$ cat src/rtl/csel_pkg.sv
package csel_pkg;

    localparam int unsigned CSEL_DATA_W  = 128;
    localparam int unsigned CSEL_NUM_GRP = 15;

    typedef struct packed {
        logic s;
        logic c;
    } fa_out_t;

    typedef enum logic {
        SEL_PLAIN = 1'b0,
        SEL_INCR  = 1'b1
    } sel_e;

    function automatic fa_out_t full_add(logic x, logic y, logic ci);
        fa_out_t r;
        r.s = x ^ y ^ ci;
        r.c = (x & y) | (ci & (x ^ y));
        return r;
    endfunction

endpackage

$ cat src/rtl/csel_rca.sv
module csel_rca #(
    parameter int unsigned W = 4
) (
    input  logic [W-1:0] a,
    input  logic [W-1:0] b,
    input  logic         cin,
    output logic [W-1:0] sum,
    output logic         cout
);
    import csel_pkg::*;

    logic [W:0] chain;
    assign chain[0] = cin;

    for (genvar i = 0; i < W; i++) begin : g_bit
        fa_out_t r;
        assign r          = full_add(a[i], b[i], chain[i]);
        assign sum[i]     = r.s;
        assign chain[i+1] = r.c;
    end

    assign cout = chain[W];

endmodule

$ cat src/rtl/csel_bec.sv
module csel_bec #(
    parameter int unsigned W = 4
) (
    input  logic [W-1:0] din,
    input  logic         cin_hi,
    output logic [W-1:0] dout,
    output logic         cout
);
    // prefix AND of the lower bits decides which bits flip on +1
    logic [W:0] ones_below;
    assign ones_below[0] = 1'b1;

    for (genvar i = 0; i < W; i++) begin : g_bit
        assign dout[i]         = din[i] ^ ones_below[i];
        assign ones_below[i+1] = ones_below[i] & din[i];
    end

    assign cout = cin_hi | ones_below[W];

endmodule

$ cat src/rtl/csel_group.sv
module csel_group #(
    parameter int unsigned W     = 4,
    parameter bit          FIRST = 1'b0
) (
    input  logic [W-1:0] a,
    input  logic [W-1:0] b,
    input  logic         cin,
    output logic [W-1:0] sum,
    output logic         cout
);
    import csel_pkg::*;

    if (FIRST) begin : g_base
        csel_rca #(.W(W)) u_rca (
            .a    (a),
            .b    (b),
            .cin  (cin),
            .sum  (sum),
            .cout (cout)
        );
    end else begin : g_select
        logic [W-1:0] s_plain;
        logic         c_plain;
        logic [W-1:0] s_incr;
        logic         c_incr;
        sel_e         pick;

        csel_rca #(.W(W)) u_rca (
            .a    (a),
            .b    (b),
            .cin  (1'b0),
            .sum  (s_plain),
            .cout (c_plain)
        );

        csel_bec #(.W(W)) u_bec (
            .din    (s_plain),
            .cin_hi (c_plain),
            .dout   (s_incr),
            .cout   (c_incr)
        );

        assign pick = cin ? SEL_INCR : SEL_PLAIN;

        always_comb begin
            if (pick == SEL_INCR) begin
                sum  = s_incr;
                cout = c_incr;
            end else begin
                sum  = s_plain;
                cout = c_plain;
            end
        end
    end

endmodule

$ cat src/rtl/csel_bec_adder.sv
module csel_bec_adder #(
    parameter int unsigned DATA_W         = csel_pkg::CSEL_DATA_W,
    parameter int unsigned NUM_GRP        = csel_pkg::CSEL_NUM_GRP,
    parameter int unsigned GRP_W [NUM_GRP] =
        '{2, 2, 3, 4, 5, 7, 8, 9, 10, 11, 12, 13, 13, 14, 15}
) (
    input  logic [DATA_W-1:0] a,
    input  logic [DATA_W-1:0] b,
    input  logic              cin,
    output logic [DATA_W-1:0] sum,
    output logic              cout
);

    function automatic int unsigned lsb_of(int unsigned k);
        int unsigned acc = 0;
        for (int unsigned j = 0; j < k; j++) acc += GRP_W[j];
        return acc;
    endfunction

    function automatic bit widths_rise();
        bit ok = 1'b1;
        for (int unsigned j = 1; j < NUM_GRP; j++)
            if (GRP_W[j] < GRP_W[j-1]) ok = 1'b0;
        return ok;
    endfunction

    localparam int unsigned TOTAL_W = lsb_of(NUM_GRP);
    localparam bit          RISING  = widths_rise();

    if (TOTAL_W != DATA_W) begin : g_bad_total
        $error("group widths sum to %0d, expected %0d", TOTAL_W, DATA_W);
    end
    if (!RISING) begin : g_bad_order
        $error("group widths must be non-decreasing toward the MSB");
    end

    logic [NUM_GRP-1:0] grp_c;

    for (genvar k = 0; k < NUM_GRP; k++) begin : g_grp
        localparam int unsigned LSB = lsb_of(k);
        localparam int unsigned W   = GRP_W[k];
        logic ci;

        if (k == 0) begin : g_ci_ext
            assign ci = cin;
        end else begin : g_ci_chain
            assign ci = grp_c[k-1];
        end

        csel_group #(.W(W), .FIRST(k == 0)) u_grp (
            .a    (a[LSB +: W]),
            .b    (b[LSB +: W]),
            .cin  (ci),
            .sum  (sum[LSB +: W]),
            .cout (grp_c[k])
        );
    end

    assign cout = grp_c[NUM_GRP-1];

endmodule

$ cat config.mk
export PLATFORM = sky130hd
export DESIGN_NAME = csel_bec_adder
export DESIGN_NICKNAME = d
export VERILOG_FILES = /design/src/rtl/csel_pkg.sv /design/src/rtl/csel_rca.sv /design/src/rtl/csel_bec.sv /design/src/rtl/csel_group.sv /design/src/rtl/csel_bec_adder.sv
export SDC_FILE = /design/constraint.sdc
export NUM_CORES = 1
export LEC_CHECK = 0
export BUFFER_PORTS_ARGS = -buffer_cell sky130_fd_sc_hd__buf_4
export CAP_MARGIN = 20
export CORE_AREA = 2 2 148 150
export DETAILED_ROUTE_END_ITERATION = 8
export DIE_AREA = 0 0 150 152
export SYNTH_ARGS = -nofsm -noshare
export SYNTH_HDL_FRONTEND = slang
export SYNTH_SLANG_ARGS = --single-unit
$ cat constraint.sdc
create_clock -name vclk -period 16.25
set_input_delay 3.25 -clock vclk [all_inputs]
set_output_delay 3.25 -clock vclk [all_outputs]
set_load 0.02 [all_outputs]
* Yosys cells after proc, flatten, opt, wreduce, memory -nomap -nowiden
Cells that the tools add are included.
Cells by class: multiplexer cells 42, bitwise operators 850
Operators with widths (number):
- bitwise AND 1 bit | 354
- bitwise XOR 1 bit | 354
- OR 1 bit | 128
- two-way mux 1 bit | 28
- two-way mux 13 bit | 2
- two-way mux 15 bit | 1
- two-way mux 14 bit | 1
- inverter 1 bit | 14
- two-way mux 12 bit | 1
- two-way mux 11 bit | 1
- two-way mux 10 bit | 1
- two-way mux 9 bit | 1
- two-way mux 8 bit | 1
- two-way mux 7 bit | 1
- two-way mux 5 bit | 1
- two-way mux 4 bit | 1
- two-way mux 3 bit | 1
- two-way mux 2 bit | 1
Storage, ports and cells: register bits 0, input port bits 257, output and inout bits 129, logic and storage cells 892

* Longest topological paths before layout
depth in word-level cells 33, gate-level depth with buffers 21, depth with buffers taken out 20

* Worst setup path after synthesis
No wires, ideal clock.
kind input port to output port, start point in a[99], end point out sum[119], data arrival time 9431 ps, data required time 13000 ps, slack 3569 ps, stages on the path 21, path buffers 1, cell sequence ha_1 > inv_1 > fa_1 > fa_1 > fa_1 > fa_1 > fa_1 > fa_1 > fa_1 > fa_1 > fa_1 > fa_1 > fa_1 > fa_1 > fa_1 > inv_1 > ha_1 > nand2b_1 > o221ai_4 > buf_12 > mux2_4
On the way: word-level cells in the longest chain between the ends 31, elaborated cells on any way between the ends 58, those cells by class mux (3); bitwise (55)
RTL lines:
- start: declaration | line csel_bec_adder.sv:7 | input logic [DATA_W-1:0] a,
- bitwise AND 1 bit (2 in series) | line csel_pkg.sv:19 | r.c = (x & y) | (ci & (x ^ y));
- OR 1 bit | line csel_pkg.sv:19
- bitwise AND 1 bit | line csel_pkg.sv:19
- OR 1 bit | line csel_pkg.sv:19
- bitwise AND 1 bit | line csel_pkg.sv:19
- OR 1 bit | line csel_pkg.sv:19
- bitwise AND 1 bit | line csel_pkg.sv:19
- OR 1 bit | line csel_pkg.sv:19
- [14 not listed]
- bitwise AND 1 bit | line csel_pkg.sv:19
- OR 1 bit | line csel_pkg.sv:19
- bitwise AND 1 bit / bitwise XOR 1 bit (equally long branches) | line csel_pkg.sv:19, csel_pkg.sv:18
- OR 1 bit / bitwise AND 1 bit (equally long branches) | line csel_pkg.sv:19, csel_bec.sv:15
- OR 1 bit | line csel_bec.sv:18 | assign cout = cin_hi | ones_below[W];
- two-way mux 1 bit (*) | line csel_group.sv:46 | if (pick == SEL_INCR) begin
- two-way mux 1 bit (*) | line csel_group.sv:43 | assign pick = cin ? SEL_INCR : SEL_PLAIN;
- two-way mux 15 bit (*) | line csel_group.sv:46
- end: declaration | line csel_bec_adder.sv:10 | output logic [DATA_W-1:0] sum,
Every way passes the cells marked *; elsewhere a longest branch is shown, timed or not.

* Final worst setup path
start point in a[73], end point out sum[127]
On the way: word-level cells in the longest chain between the ends 33, elaborated cells on any way between the ends 58, those cells by class mux (7); bitwise (51)
RTL lines (line):
- bitwise AND 1 bit (2 in series) | csel_pkg.sv:19
- OR 1 bit | csel_pkg.sv:19
- bitwise AND 1 bit | csel_pkg.sv:19
- OR 1 bit | csel_pkg.sv:19
- bitwise AND 1 bit | csel_pkg.sv:19
- OR 1 bit | csel_pkg.sv:19
- bitwise AND 1 bit | csel_pkg.sv:19
- OR 1 bit | csel_pkg.sv:19
- [16 not listed]
- OR 1 bit | csel_bec.sv:18
- two-way mux 1 bit (*) | csel_group.sv:46
- two-way mux 1 bit (*) | csel_group.sv:43
- two-way mux 1 bit (*) | csel_group.sv:46
- two-way mux 1 bit (*) | csel_group.sv:43
- two-way mux 1 bit (*) | csel_group.sv:46
- two-way mux 1 bit (*) | csel_group.sv:43
- two-way mux 15 bit (*) | csel_group.sv:46
Marked as above.

==> qor.log <==
qor: pwr.irDropWorstVdd 0.00004336 V
qor: synth.synth.distinct_cells 39
qor: worst_setup_path.critPathLaunchType input pin
qor: drt.route.antenna.remaining_nets 0
qor: pwr.power.density_cell_area 57.40 nW/µm²
qor: cells_and_area.clock_buffer_count 0
qor: pwr.leakage 0.006164 µW
qor: synth.synth_top_family_by_area adder cells
qor: worst_setup_path.critPathMaxFanout 16
qor: status.status completed
qor: global_routing.overflow 0
qor: drt.detailroute.via_count 6265
qor: die.io_pins 386
qor: worst_setup_path.required 13000 ps
qor: global_routing.global_route_wire_length_before_repair 30730 µm
qor: global_routing.number_of_antenna_violations_at_the_first_check_in_global_routing 0
qor: global_routing.grt_max_usage_layer met2
qor: sta.tightestPinTransition 793.3 ps
qor: sta.fin_worst_hold_slack 6877 ps
qor: die.start_util 0.3224
qor: die.core.rowCount 54
qor: hold_path.worstHoldPathType input pin to primary output
qor: drt.firstDrtPassIters 4
qor: die.floorplan.core_area 21350 µm²
qor: worst_setup_path.setup.worst_path.end_class primary output
qor: cells_and_area.diodes 0
qor: drt.routedWlPerCell 13.61 µm
qor: synth.synth_compound_area_frac 0.08433
qor: sta.fin_ws 2843 ps
qor: clocking.cts_hold_buf 0
qor: synth.synth_area_per_cell 8.562 µm²
qor: global_routing.grt.met3_usage 0.03844
qor: synth.synth_xor_area_frac 0.01781
qor: cells_and_area.layout_cells_sized_above_1 0.3855
qor: place.placement.io_buffers 386
qor: clocking.post_cts.resized_instances 0
qor: sta.period_needed 13410 ps
qor: global_routing.gr-usage-met2 0.3455
qor: cells_and_area.fin_nets 1674
qor: sta.timing.max_slew.rel_slack 0.4711
qor: synth.yosys_warnings 0
qor: drt.drt-initial-drc-count 68
qor: die.die_w 150 µm
qor: synth.synthesized_nets 1301
qor: die.die_area 22800 µm²
qor: cells_and_area.layout-area-overhead-vs-synth 45.80%
qor: sta.hold_viol 0
qor: die.die-height 152 µm
qor: global_routing.first_global_vias 6502
qor: place.preCtsSetupSlack 2684 ps
qor: global_routing.pin_count_of_the_biggest_net_entering_global_routing 25
qor: sta.period_share 0.8251
qor: global_routing.track_usage 0.1673
qor: place.hpwlAfterDp 19000 µm
qor: synth.synth_adder_area_share 0.5605
qor: worst_setup_path.criticalPathCategory input pin to primary output
qor: synth.synthesis.area 6884 µm²
qor: drt.routed_via_density 4.306
qor: global_routing.grtUsageMet1 0.1696
qor: sta.slew_viol_final 0
qor: synth.synth.area.mux_share 0.1025
qor: sta.timing.setup.tns 0 ps
qor: drt.drc 0
qor: sta.setup_repair_after_global_routing_missed_its_margin false
qor: cells_and_area.seq_area 0 µm²
qor: clocking.cts_post_setup_buffers_inserted 0
qor: drt.wl 19800 µm
qor: synth.netlist_instances 804
qor: sta.setup_violation_total_in_the_final_timing_report 0
qor: place.placer_congestion 0.8798
qor: cells_and_area.num-fill-cells 2160
qor: synth.synth-simple-area-share 0.04326
qor: worst_setup_path.worst_ep_arrival 10160 ps
qor: cells_and_area.seq_cells 0
qor: synth.synth-seq-area-share 0
qor: flow_run.timing.max_cap.violations 0
qor: sta.clock.fmax 74.59 MHz
worst max-delay path: stages:
cell,delay (ps)
sky130_fd_sc_hd__buf_4,80
sky130_fd_sc_hd__ha_1,130
sky130_fd_sc_hd__inv_1,40
sky130_fd_sc_hd__fa_1,460
sky130_fd_sc_hd__fa_1,410
sky130_fd_sc_hd__fa_1,380
sky130_fd_sc_hd__fa_1,380
sky130_fd_sc_hd__fa_1,380
sky130_fd_sc_hd__fa_1,400
sky130_fd_sc_hd__fa_1,390
sky130_fd_sc_hd__fa_1,410
sky130_fd_sc_hd__fa_1,390
sky130_fd_sc_hd__fa_1,390
sky130_fd_sc_hd__fa_1,360
sky130_fd_sc_hd__inv_1,80
sky130_fd_sc_hd__fa_1,430
sky130_fd_sc_hd__ha_1,230
sky130_fd_sc_hd__o21a_1,110
sky130_fd_sc_hd__o21a_1,230
sky130_fd_sc_hd__o221ai_4,630
sky130_fd_sc_hd__mux2_2,410
sky130_fd_sc_hd__buf_4,150
layout make-up:
| cell class | instances | area [µm²] | share of cell area |
|---|---|---|---|
| Multi-Input combinational cell | 465 | 5565 | 0.5545 |
| Timing Repair Buffer | 387 | 2909 | 0.2898 |
| Inverter | 323 | 1212 | 0.1208 |
| Tap cell | 280 | 350.3 | 0.03490 |
kinds of logic after synthesis:
| kind of cell | count (synthesis) |
|---|---|
| AO/OA/AOI/OAI | 88 |
| XOR/XNOR | 14 |
| adder cells (fa/ha/maj) | 240 |
| buffers and inverters | 339 |
| multiplexers | 54 |
| AND/OR/NAND/NOR | 69 |
routing by layer:
layer  vias up  share of wire
li1       3107              -
met1      2909           0.34
met2       233           0.55
met3        16          0.094
met4         0          0.015
met5         -              0
synth_stat cells:
cell type                  number  share of area
sky130_fd_sc_hd__a41oi_2        1         0.0024
sky130_fd_sc_hd__o21a_1         3         0.0033
sky130_fd_sc_hd__a21o_1         6         0.0065
sky130_fd_sc_hd__nand2_4        1         0.0016
sky130_fd_sc_hd__mux2_4        26          0.057
sky130_fd_sc_hd__xnor2_1        7         0.0089
sky130_fd_sc_hd__a21o_4         1         0.0022
sky130_fd_sc_hd__o21ai_0       53          0.039
sky130_fd_sc_hd__o21bai_2       1         0.0016
sky130_fd_sc_hd__or2_1          1        0.00091
sky130_fd_sc_hd__buf_12         2         0.0058
sky130_fd_sc_hd__a211o_2        1         0.0015
sky130_fd_sc_hd__buf_6          1         0.0016
sky130_fd_sc_hd__nor2_1        15         0.0082
sky130_fd_sc_hd__nand3_2        1         0.0015
sky130_fd_sc_hd__ha_1         126           0.23
sky130_fd_sc_hd__a21oi_1       13         0.0095
sky130_fd_sc_hd__clkbuf_2       1        0.00073
sky130_fd_sc_hd__o21ai_1        1        0.00073
sky130_fd_sc_hd__or3_1          1        0.00091
sky130_fd_sc_hd__mux2_2        28          0.046
sky130_fd_sc_hd__a22oi_1        1         0.0011
sky130_fd_sc_hd__xor2_1         7         0.0089
sky130_fd_sc_hd__or2b_1         1         0.0011
sky130_fd_sc_hd__and3_1         2         0.0018
sky130_fd_sc_hd__a21oi_2        1         0.0013
sky130_fd_sc_hd__nand4b_1       1         0.0013
sky130_fd_sc_hd__a221oi_4       1         0.0038
sky130_fd_sc_hd__nand2b_1       2         0.0018
sky130_fd_sc_hd__o221ai_4       1         0.0038
sky130_fd_sc_hd__nand2_1       43          0.023
sky130_fd_sc_hd__fa_1         114           0.33
sky130_fd_sc_hd__buf_4          1         0.0011
sky130_fd_sc_hd__nand3_1        1        0.00073
sky130_fd_sc_hd__buf_2          1        0.00073
sky130_fd_sc_hd__inv_1        323           0.18
sky130_fd_sc_hd__a21oi_4        3         0.0071
sky130_fd_sc_hd__clkbuf_1      10         0.0055
sky130_fd_sc_hd__o21bai_1       1         0.0011
final timing paths:
check                  from       end  depth (start not counted)
worst max-delay path  a[73]  sum[127]                         22
worst min-delay path   b[1]    sum[1]                          3
stage by stage:
step / total power [µW] / cells / util / instance area, µm²
after detailed placement: 585.7 / 1454 / 0.4696 / 10030
after floorplan: 350.4 / 804 / - / 6884
after global routing: 640.1 / 1455 / 0.4701 / 10040
after CTS: 587.3 / 1454 / 0.4696 / 10030
after global placement: 577.5 / 1454 / 0.4696 / 10030
final: 576.1 / 1455 / 0.4701 / 10040
layout by cell type, fill, tap and decap left out, types with 2 or more instances in the layout:
cell	count
sky130_fd_sc_hd__a21o_1	6
sky130_fd_sc_hd__a21oi_1	13
sky130_fd_sc_hd__a21oi_4	3
sky130_fd_sc_hd__and3_1	2
sky130_fd_sc_hd__buf_4	386
sky130_fd_sc_hd__fa_1	114
sky130_fd_sc_hd__ha_1	126
sky130_fd_sc_hd__inv_1	323
sky130_fd_sc_hd__mux2_2	28
sky130_fd_sc_hd__mux2_4	26
sky130_fd_sc_hd__nand2_1	43
sky130_fd_sc_hd__nand2b_1	2
sky130_fd_sc_hd__nor2_1	15
sky130_fd_sc_hd__o21a_1	3
sky130_fd_sc_hd__o21ai_0	53
sky130_fd_sc_hd__xnor2_1	7
sky130_fd_sc_hd__xor2_1	7
power breakdown:
group	leakage, µW	internal (µW)	switching [µW]	total (µW)
sequential	0	0	0	0
clock	0	0	0	0
combinational	0.00616	272	304	576
total	0.00616	272	304	576
Power figures use the tool's default switching activity.
